`config.mk`:
```
export PLATFORM = sky130hd
export DESIGN_NAME = sha1_accel_top
export DESIGN_NICKNAME = d
export VERILOG_FILES = /design/src/rtl/sha1_acc_pkg.sv /design/src/rtl/sha1_round_engine.sv /design/src/rtl/sha1_sequencer.sv /design/src/rtl/sha1_host_regs.sv /design/src/rtl/sha1_accel_top.sv
export SDC_FILE = /design/constraint.sdc
export NUM_CORES = 2
export LEC_CHECK = 0
export BUFFER_PORTS_ARGS = -buffer_cell sky130_fd_sc_hd__buf_2
export CORE_MARGIN = 2
export CORE_UTILIZATION = 40
export DETAILED_ROUTE_END_ITERATION = 6
export PLACE_DENSITY = 0.63
export SYNTH_ARGS = -nofsm -noshare
export SYNTH_HDL_FRONTEND = slang
export SYNTH_SLANG_ARGS = --single-unit
```
`constraint.sdc`:
```
create_clock -name clk -period 8.65 [get_ports clk]
set_input_delay 0.4325 -clock clk [delete_from_list [all_inputs] [get_ports clk]]
set_output_delay 0.4325 -clock clk [all_outputs]
set_load 0.03 [all_outputs]
```
`src/rtl/sha1_acc_pkg.sv`:
```
package sha1_acc_pkg;
   localparam int WORD_W    = 32;
   localparam int BLK_WORDS = 16;
   localparam int DIG_WORDS = 5;
   localparam int BLK_W     = WORD_W * BLK_WORDS;
   localparam int DIG_W     = WORD_W * DIG_WORDS;
   localparam int NROUNDS   = 80;
   localparam int PHASE_LEN = 20;
   localparam int OFF_CTRL  = 16;
   localparam int OFF_STAT  = 17;
   localparam int OFF_DIG   = 18;
   localparam int NMAP      = OFF_DIG + DIG_WORDS;

   typedef logic [WORD_W-1:0] word_t;
   typedef logic [DIG_W-1:0]  digest_t;

   typedef enum logic [2:0] {
      SQ_IDLE,
      SQ_READ_IN,
      SQ_WRITE_CTRL,
      SQ_WAIT_COMPUTE,
      SQ_WRITE_OUT
   } seq_state_t;

   localparam digest_t INIT_VEC = {32'h67452301, 32'hefcdab89, 32'h98badcfe,
                                   32'h10325476, 32'hc3d2e1f0};

   function automatic word_t rotl(input word_t x, input int unsigned n);
      return (x << n) | (x >> (WORD_W - n));
   endfunction

   function automatic word_t mix_f(input logic [1:0] ph, input word_t b,
                                   input word_t c, input word_t d);
      case (ph)
         2'd0:    return (b & c) | (~b & d);
         2'd2:    return (b & c) | (b & d) | (c & d);
         default: return b ^ c ^ d;
      endcase
   endfunction

   function automatic word_t mix_k(input logic [1:0] ph);
      case (ph)
         2'd0:    return 32'h5a827999;
         2'd1:    return 32'h6ed9eba1;
         2'd2:    return 32'h8f1bbcdc;
         default: return 32'hca62c1d6;
      endcase
   endfunction
endpackage

```
`src/rtl/sha1_round_engine.sv`:
```
module sha1_round_engine
   import sha1_acc_pkg::*;
(
   input  logic             clk,
   input  logic             rst,
   input  logic             go_i,
   input  digest_t          base_i,
   input  logic [BLK_W-1:0] block_i,
   output logic             ready_o,
   output logic             done_o,
   output digest_t          hash_o
);
   localparam int CNT_W = $clog2(NROUNDS);
   localparam logic [CNT_W-1:0] LAST = CNT_W'(NROUNDS - 1);

   word_t            win_q   [BLK_WORDS];
   word_t            win_nxt [BLK_WORDS];
   word_t            va, vb, vc, vd, ve;
   digest_t          base_q, hash_q;
   logic [CNT_W-1:0] cnt_q;
   logic             busy_q, done_q;
   logic [1:0]       phase;
   word_t            temp, w_next;

   always_comb begin
      phase  = 2'(int'(cnt_q) / PHASE_LEN);
      temp   = rotl(va, 5) + mix_f(phase, vb, vc, vd) + ve + mix_k(phase) + win_q[0];
      w_next = rotl(win_q[13] ^ win_q[8] ^ win_q[2] ^ win_q[0], 1);
   end

   for (genvar i = 0; i < BLK_WORDS; i++) begin : g_sched
      if (i == BLK_WORDS - 1) begin : g_tail
         assign win_nxt[i] = w_next;
      end else begin : g_shift
         assign win_nxt[i] = win_q[i+1];
      end
   end

   always_ff @(posedge clk) begin
      if (rst) begin
         for (int i = 0; i < BLK_WORDS; i++) win_q[i] <= '0;
      end else if (go_i && !busy_q) begin
         for (int i = 0; i < BLK_WORDS; i++) win_q[i] <= block_i[i*WORD_W +: WORD_W];
      end else if (busy_q) begin
         for (int i = 0; i < BLK_WORDS; i++) win_q[i] <= win_nxt[i];
      end
   end

   always_ff @(posedge clk) begin
      if (rst) begin
         busy_q <= 1'b0;
         done_q <= 1'b0;
         cnt_q  <= '0;
         base_q <= '0;
         hash_q <= '0;
         {va, vb, vc, vd, ve} <= '0;
      end else begin
         done_q <= 1'b0;
         if (go_i && !busy_q) begin
            {va, vb, vc, vd, ve} <= base_i;
            base_q <= base_i;
            cnt_q  <= '0;
            busy_q <= 1'b1;
         end else if (busy_q) begin
            va    <= temp;
            vb    <= va;
            vc    <= rotl(vb, 30);
            vd    <= vc;
            ve    <= vd;
            cnt_q <= cnt_q + 1'b1;
            if (cnt_q == LAST) begin
               busy_q <= 1'b0;
               done_q <= 1'b1;
               hash_q <= {base_q[159:128] + temp, base_q[127:96] + va,
                          base_q[95:64] + rotl(vb, 30), base_q[63:32] + vc,
                          base_q[31:0] + vd};
            end
         end
      end
   end

   assign ready_o = !busy_q;
   assign done_o  = done_q;
   assign hash_o  = hash_q;

   assert_go_idle_R5: assert property (@(posedge clk) disable iff (rst)
      go_i |-> !busy_q);
   assert_done_pulse_R3: assert property (@(posedge clk) disable iff (rst)
      done_q |=> !done_q);
   assert_done_after_busy_R3: assert property (@(posedge clk) disable iff (rst)
      $rose(done_q) |-> $past(busy_q));
endmodule

```
`src/rtl/sha1_sequencer.sv`:
```
module sha1_sequencer
   import sha1_acc_pkg::*;
(
   input  logic clk,
   input  logic rst,
   input  logic start_i,
   input  logic core_ready_i,
   input  logic core_done_i,
   output logic go_o,
   output logic cap_o,
   output logic idle_o,
   output logic dvalid_o
);
   seq_state_t state_q, state_d;
   logic       dvalid_q;

   always_comb begin
      state_d = state_q;
      case (state_q)
         SQ_IDLE:         if (start_i) state_d = SQ_READ_IN;
         SQ_READ_IN:      if (start_i && core_ready_i) state_d = SQ_WRITE_CTRL;
         SQ_WRITE_CTRL:   state_d = SQ_WAIT_COMPUTE;
         SQ_WAIT_COMPUTE: if (core_done_i) state_d = SQ_WRITE_OUT;
         SQ_WRITE_OUT:    state_d = SQ_IDLE;
         default:         state_d = SQ_IDLE;
      endcase
   end

   always_ff @(posedge clk) begin
      if (rst) begin
         state_q  <= SQ_IDLE;
         dvalid_q <= 1'b0;
      end else begin
         state_q <= state_d;
         if (state_q == SQ_IDLE && start_i) dvalid_q <= 1'b0;
         else if (state_q == SQ_WRITE_OUT)  dvalid_q <= 1'b1;
      end
   end

   assign go_o     = (state_q == SQ_WRITE_CTRL);
   assign cap_o    = (state_q == SQ_WRITE_OUT);
   assign idle_o   = (state_q == SQ_IDLE);
   assign dvalid_o = dvalid_q;

   assert_wait_hold_R5: assert property (@(posedge clk) disable iff (rst)
      (state_q == SQ_WAIT_COMPUTE && !core_done_i) |=> state_q == SQ_WAIT_COMPUTE);
   assert_readin_gate_R5: assert property (@(posedge clk) disable iff (rst)
      (state_q == SQ_READ_IN && !(start_i && core_ready_i)) |=> state_q == SQ_READ_IN);
   assert_ctrl_to_wait_R5: assert property (@(posedge clk) disable iff (rst)
      (state_q == SQ_WRITE_CTRL) |=> state_q == SQ_WAIT_COMPUTE);
   assert_out_to_idle_R5: assert property (@(posedge clk) disable iff (rst)
      (state_q == SQ_WRITE_OUT) |=> (state_q == SQ_IDLE && dvalid_q));
   assert_dvalid_hold_R6: assert property (@(posedge clk) disable iff (rst)
      (dvalid_q && !(state_q == SQ_IDLE && start_i)) |=> dvalid_q);
endmodule

```
`src/rtl/sha1_host_regs.sv`:
```
module sha1_host_regs
   import sha1_acc_pkg::*;
#(
   parameter int ADDR_W   = 5,
   parameter bit PROBE_EN = 1'b1
) (
   input  logic              clk,
   input  logic              rst,
   input  logic              wb_cyc_i,
   input  logic              wb_stb_i,
   input  logic              wb_we_i,
   input  logic [ADDR_W-1:0] wb_adr_i,
   input  word_t             wb_dat_i,
   output word_t             wb_dat_o,
   output logic              wb_ack_o,
   input  logic              probe_en_i,
   input  logic              probe_we_i,
   input  logic [ADDR_W-1:0] probe_adr_i,
   input  word_t             probe_wdat_i,
   output word_t             probe_rdat_o,
   input  logic              idle_i,
   input  logic              dvalid_i,
   input  logic              cap_i,
   input  digest_t           hash_i,
   output logic [BLK_W-1:0]  block_o,
   output logic              start_o,
   output logic              init_o,
   output digest_t           digest_o
);
   initial begin
      if (ADDR_W < $clog2(NMAP)) $fatal(1, "ADDR_W too small for register map");
   end

   word_t             blk_q [BLK_WORDS];
   word_t             map   [NMAP];
   digest_t           dig_q;
   logic              start_q, init_q, ack_q;
   word_t             dat_q, wb_rd;
   logic              wb_req, wr_en;
   logic [ADDR_W-1:0] wr_adr;
   word_t             wr_dat;

   assign wb_req = wb_cyc_i && wb_stb_i && !ack_q;

   function automatic word_t map_read(input logic [ADDR_W-1:0] a, input word_t m [NMAP]);
      word_t r = '0;
      for (int i = 0; i < NMAP; i++) if (int'(a) == i) r = m[i];
      return r;
   endfunction

   for (genvar i = 0; i < BLK_WORDS; i++) begin : g_blkmap
      assign map[i] = blk_q[i];
      assign block_o[i*WORD_W +: WORD_W] = blk_q[i];
   end
   assign map[OFF_CTRL] = {{(WORD_W-2){1'b0}}, init_q, start_q};
   assign map[OFF_STAT] = {{(WORD_W-2){1'b0}}, dvalid_i, idle_i};
   for (genvar j = 0; j < DIG_WORDS; j++) begin : g_digmap
      assign map[OFF_DIG+j] = dig_q[DIG_W-1-j*WORD_W -: WORD_W];
   end

   assign wb_rd = map_read(wb_adr_i, map);

   if (PROBE_EN) begin : g_probe
      assign wr_en        = probe_en_i ? probe_we_i : (wb_req && wb_we_i);
      assign wr_adr       = probe_en_i ? probe_adr_i : wb_adr_i;
      assign wr_dat       = probe_en_i ? probe_wdat_i : wb_dat_i;
      assign probe_rdat_o = map_read(probe_adr_i, map);
   end else begin : g_noprobe
      assign wr_en        = wb_req && wb_we_i;
      assign wr_adr       = wb_adr_i;
      assign wr_dat       = wb_dat_i;
      assign probe_rdat_o = '0;
   end

   always_ff @(posedge clk) begin
      if (rst) begin
         for (int i = 0; i < BLK_WORDS; i++) blk_q[i] <= '0;
      end else if (wr_en && int'(wr_adr) < BLK_WORDS) begin
         blk_q[wr_adr[3:0]] <= wr_dat;
      end
   end

   always_ff @(posedge clk) begin
      if (rst) begin
         start_q <= 1'b0;
         init_q  <= 1'b0;
         dig_q   <= '0;
      end else begin
         if (cap_i) begin
            start_q <= 1'b0;
            dig_q   <= hash_i;
         end else if (wr_en && wr_adr == ADDR_W'(OFF_CTRL) && idle_i) begin
            start_q <= wr_dat[0];
            init_q  <= wr_dat[1];
         end
      end
   end

   always_ff @(posedge clk) begin
      if (rst) begin
         ack_q <= 1'b0;
         dat_q <= '0;
      end else begin
         ack_q <= wb_req;
         if (wb_req) dat_q <= wb_rd;
      end
   end

   assign wb_ack_o = ack_q;
   assign wb_dat_o = dat_q;
   assign start_o  = start_q;
   assign init_o   = init_q;
   assign digest_o = dig_q;

   assert_ack_pulse_R2: assert property (@(posedge clk) disable iff (rst)
      wb_ack_o |=> !wb_ack_o);
   assert_ctrl_busy_R7: assert property (@(posedge clk) disable iff (rst)
      (!idle_i && !cap_i) |=> ($stable(start_q) && $stable(init_q)));
   assert_digest_hold_R8: assert property (@(posedge clk) disable iff (rst)
      !cap_i |=> $stable(dig_q));
endmodule

```
`src/rtl/sha1_accel_top.sv`:
```
module sha1_accel_top
   import sha1_acc_pkg::*;
#(
   parameter int ADDR_W   = 5,
   parameter bit PROBE_EN = 1'b1
) (
   input  logic              clk,
   input  logic              rst,
   input  logic              wb_cyc_i,
   input  logic              wb_stb_i,
   input  logic              wb_we_i,
   input  logic [ADDR_W-1:0] wb_adr_i,
   input  logic [31:0]       wb_dat_i,
   output logic [31:0]       wb_dat_o,
   output logic              wb_ack_o,
   input  logic              probe_en_i,
   input  logic              probe_we_i,
   input  logic [ADDR_W-1:0] probe_adr_i,
   input  logic [31:0]       probe_wdat_i,
   output logic [31:0]       probe_rdat_o
);
   logic [BLK_W-1:0] block;
   logic             start, init, go, cap, idle, dvalid, core_ready, core_done;
   digest_t          digest, hash, base;

   assign base = init ? INIT_VEC : digest;

   sha1_host_regs #(.ADDR_W(ADDR_W), .PROBE_EN(PROBE_EN)) u_regs (
      .clk(clk), .rst(rst),
      .wb_cyc_i(wb_cyc_i), .wb_stb_i(wb_stb_i), .wb_we_i(wb_we_i),
      .wb_adr_i(wb_adr_i), .wb_dat_i(wb_dat_i), .wb_dat_o(wb_dat_o), .wb_ack_o(wb_ack_o),
      .probe_en_i(probe_en_i), .probe_we_i(probe_we_i), .probe_adr_i(probe_adr_i),
      .probe_wdat_i(probe_wdat_i), .probe_rdat_o(probe_rdat_o),
      .idle_i(idle), .dvalid_i(dvalid), .cap_i(cap), .hash_i(hash),
      .block_o(block), .start_o(start), .init_o(init), .digest_o(digest)
   );

   sha1_sequencer u_seq (
      .clk(clk), .rst(rst), .start_i(start), .core_ready_i(core_ready),
      .core_done_i(core_done), .go_o(go), .cap_o(cap), .idle_o(idle), .dvalid_o(dvalid)
   );

   sha1_round_engine u_core (
      .clk(clk), .rst(rst), .go_i(go), .base_i(base), .block_i(block),
      .ready_o(core_ready), .done_o(core_done), .hash_o(hash)
   );
endmodule

```
==> impl_metrics.toml <==
[critical_path]
critPathBufInv = 5
critical_path_class = "register to register"
worstPathMaxFanout = 5
slowest_delay_ps = 540
cp-start-kind = "register"
critical_path_required_ps = 9440
cp-end-kind = "register"
cp_common_cell = "ha_4"
cp.arrival_ps = 9170
cp_top_family = "compound AO/OA/AOI/OAI gates"
reg2reg_slack_ps = 270
slowest_stage = "fa_1"

[cells_and_area]
final_cell_mix = "nor2_1, nand2_1, edfxtp_1"
final_common_cell = "nor2_1"
syn_to_final_growth_pct = 13.4
nets = 9578
final_core_util_pct = 45.5
drive_gt1_share_pct = 10.4

[sta]
worst_slew_pin_slew_ps = 1290
setup_tns_ps = 0
finalCritPeriodShare_pct = 96.8
setup_violations = 0
slew_headroom_pct = 12.8
hold_viol = 0
fin_worst_skew_ps = 102
min_period_ps = 8380
slew_viol_final = 0
fmax_mhz = 119

[synthesis]
synth_mux_area_share_pct = 3.15
syn_inst = 9192
synthesis.nets = 9600
synth_xor_area_share_pct = 2.54
ys.flop_type = "edfxtp_1"
synthAdderAreaFrac_pct = 5.73
synth_compound_area_share_pct = 19.0
avgSynthCellArea_um2 = 9.56
ys_warn_count = 0
ys_seq_elements = 1712
synth_cell_types = 83
synth_top_family_by_area = "compound AO/OA/AOI/OAI gates"
synthArstFlopShare_pct = 0
yosysSeqAreaShare_pct = 50.7
syn-cell-area_mm2 = 0.0878
synth-edff-count = 1024
yosys.area_share.simple_pct = 15.2

[status]
outcome = "complete, but fails checks"
violations = "design-rule violations"

[clocking]
max-clock-path-buffers = 3
cts.clk_slew.worst_paths_ps = 70
cts.sink_count = 1712
numCtsBuffers = 189
cts_root_buf = "clkbuf_16"
cts_tree = "done"
cts_max_level = 4
clk_latency_ps = 920

[place]
numPortBuffers = 145
dpl.hpwl_mm = 261
gp_congestion = 1.00

[die]
die_w_um = 473
die_area_mm2 = 0.223
initial_core_util_pct = 40.1
fp.dieH_um = 473
ios = 146
rows = 172
coreArea_mm2 = 0.219

[route]
drt-total-wl_mm = 395
drc = 19
ant_nets = 0
via_per_inst = 6.48
detail_route.wl_per_cell_um = 32.4
drt_iter0_drc = 12400
num_vias = 79000
first_pass_iters = 7

[pwr]
p_per_area_mw_per_mm2 = 193
p_leak_nw = 36.4
total_power_w = 0.0192
peakVddDrop_uv = 227

[global_route]
grt_pass1_vias = 73300
grt_pass1_wl_mm = 551
grt_usage_pct = 34.2
grt_max_degree = 175
antenna_found_initial = 33
gr-total-overflow = 0

[min_path]
hold_path_class = "primary input to register"

[job]
maxCapViolCount = 0
-- layer usage --
layer / vias to the layer above / share of wire (%) / GRT usage, %
li1: 33100 / - / -
met1: 38400 / 37 / 44.3
met2: 6080 / 42 / 49.7
met3: 1379 / 14 / 11.2
met4: 26 / 7.2 / 20.2
met5: - / 0.11 / 0.303
-- area by class of cell --
cell class,count,area (µm²)
clock buffers,248,5230
multi-input cells,6614,41000
repair buffers,460,3270
fillers,20700,120000
inverters,193,727
clock inverters,95,1180
diodes,12,30.0
well taps,2871,3590
flip-flops and latches,1712,44500
-- logic make-up (layout without fill, tap and decap cells) --
group / count (synthesis) / count (layout)
simple gates: 3226 / 3226
compound gates: 2538 / 2538
flops: 1712 / 1712
buf+inv: 866 / 996
fa+ha+maj: 327 / 327
mux: 268 / 268
xor+xnor: 255 / 255
other cells: 0 / 12
-- stage by stage --
stage          setup WS [ps]  area [µm²]  instances  hold WS, ps
6_report                 274       99600      12200         70.7
5_1_grt                 -114       99600      12200         83.6
4_1_cts                0.929       99200      12200         55.6
3_5_place_dp            -601       92600      11800          430
3_3_place_gp            -571       92600      11800          433
2_1_floorplan           1.71       87900       9192          425
-- report_power, final --
group	leakage, nW	internal [W]	switching (W)	total [W]
Combinational	17.6	0.000420	0.00114	0.00156
Clock	3.10	0.00481	0.00366	0.00847
Sequential	15.7	0.00892	0.000233	0.00915
Total	36.4	0.0142	0.00504	0.0192
-- repair_timing --
| item | CTS | global route |
|---|---|---|
| setup endpoints to repair | 4 | 6 |
| gates resized for setup | 17 | 78 |
| setup buffers | 5 | 6 |
| pin swaps | 11 | 52 |
| hold endpoints to repair | 27 | 0 |
| hold buffers | 1 | 0 |
-- path summary, 6_finish.rpt --
path | from | to | cells past startpoint
setup reg to reg | u_core.cnt_q[4]$_SDFFE_PP0P_ | u_core.hash_o[159]$_SDFFE_PP0P_ | 40
setup / recovery | u_core.cnt_q[4]$_SDFFE_PP0P_ | u_core.hash_o[159]$_SDFFE_PP0P_ | 40
hold reg to reg | u_core.hash_o[152]$_SDFFE_PP0P_ | u_regs.digest_o[152]$_SDFFE_PP0N_ | 2
hold / removal | wb_dat_i[21] | u_regs.blk_q[14][21]$_SDFFCE_PN0P_ | 4
-- worst register-to-register path: cells and delay by family (launching register included) --
kind / cells / cell delay (ps)
and+or+nand+nor: 7 / 1090
xor gates and xnor gates: 3 / 450
buffers and inverters: 5 / 540
DFF: 1 / 330
AOI/OAI and AO/OA: 18 / 3590
adders and majority gates: 7 / 2320
-- synthesized netlist by cell type, drive strengths merged, types with 79 or more instances --
cell type / number / area, µm²
nand2: 1213 / 4550
a211oi: 266 / 2020
fa: 125 / 2500
nand4: 94 / 588
dfxtp: 688 / 13800
a222oi: 79 / 791
a22o: 200 / 1750
buf: 95 / 374
a22oi: 244 / 1830
a21o: 92 / 691
and3: 92 / 576
mux2i: 255 / 2550
inv: 192 / 721
ha: 202 / 2530
clkbuf: 578 / 2170
a21oi: 938 / 4710
edfxtp: 1024 / 30700
nor2: 1493 / 5600
xnor2: 199 / 1740
o21ai: 313 / 1580
-- flip-flops by register name, indices dropped and copies added, names as in the netlist, 160 cells and up --
| name | cells |
|---|---|
| u_core.base_q | 160 |
| u_core.win_q | 512 |
| u_regs.blk_q | 512 |
| u_core.hash_o | 160 |
| u_regs.digest_o | 160 |
Power figures use the tool's default switching activity.
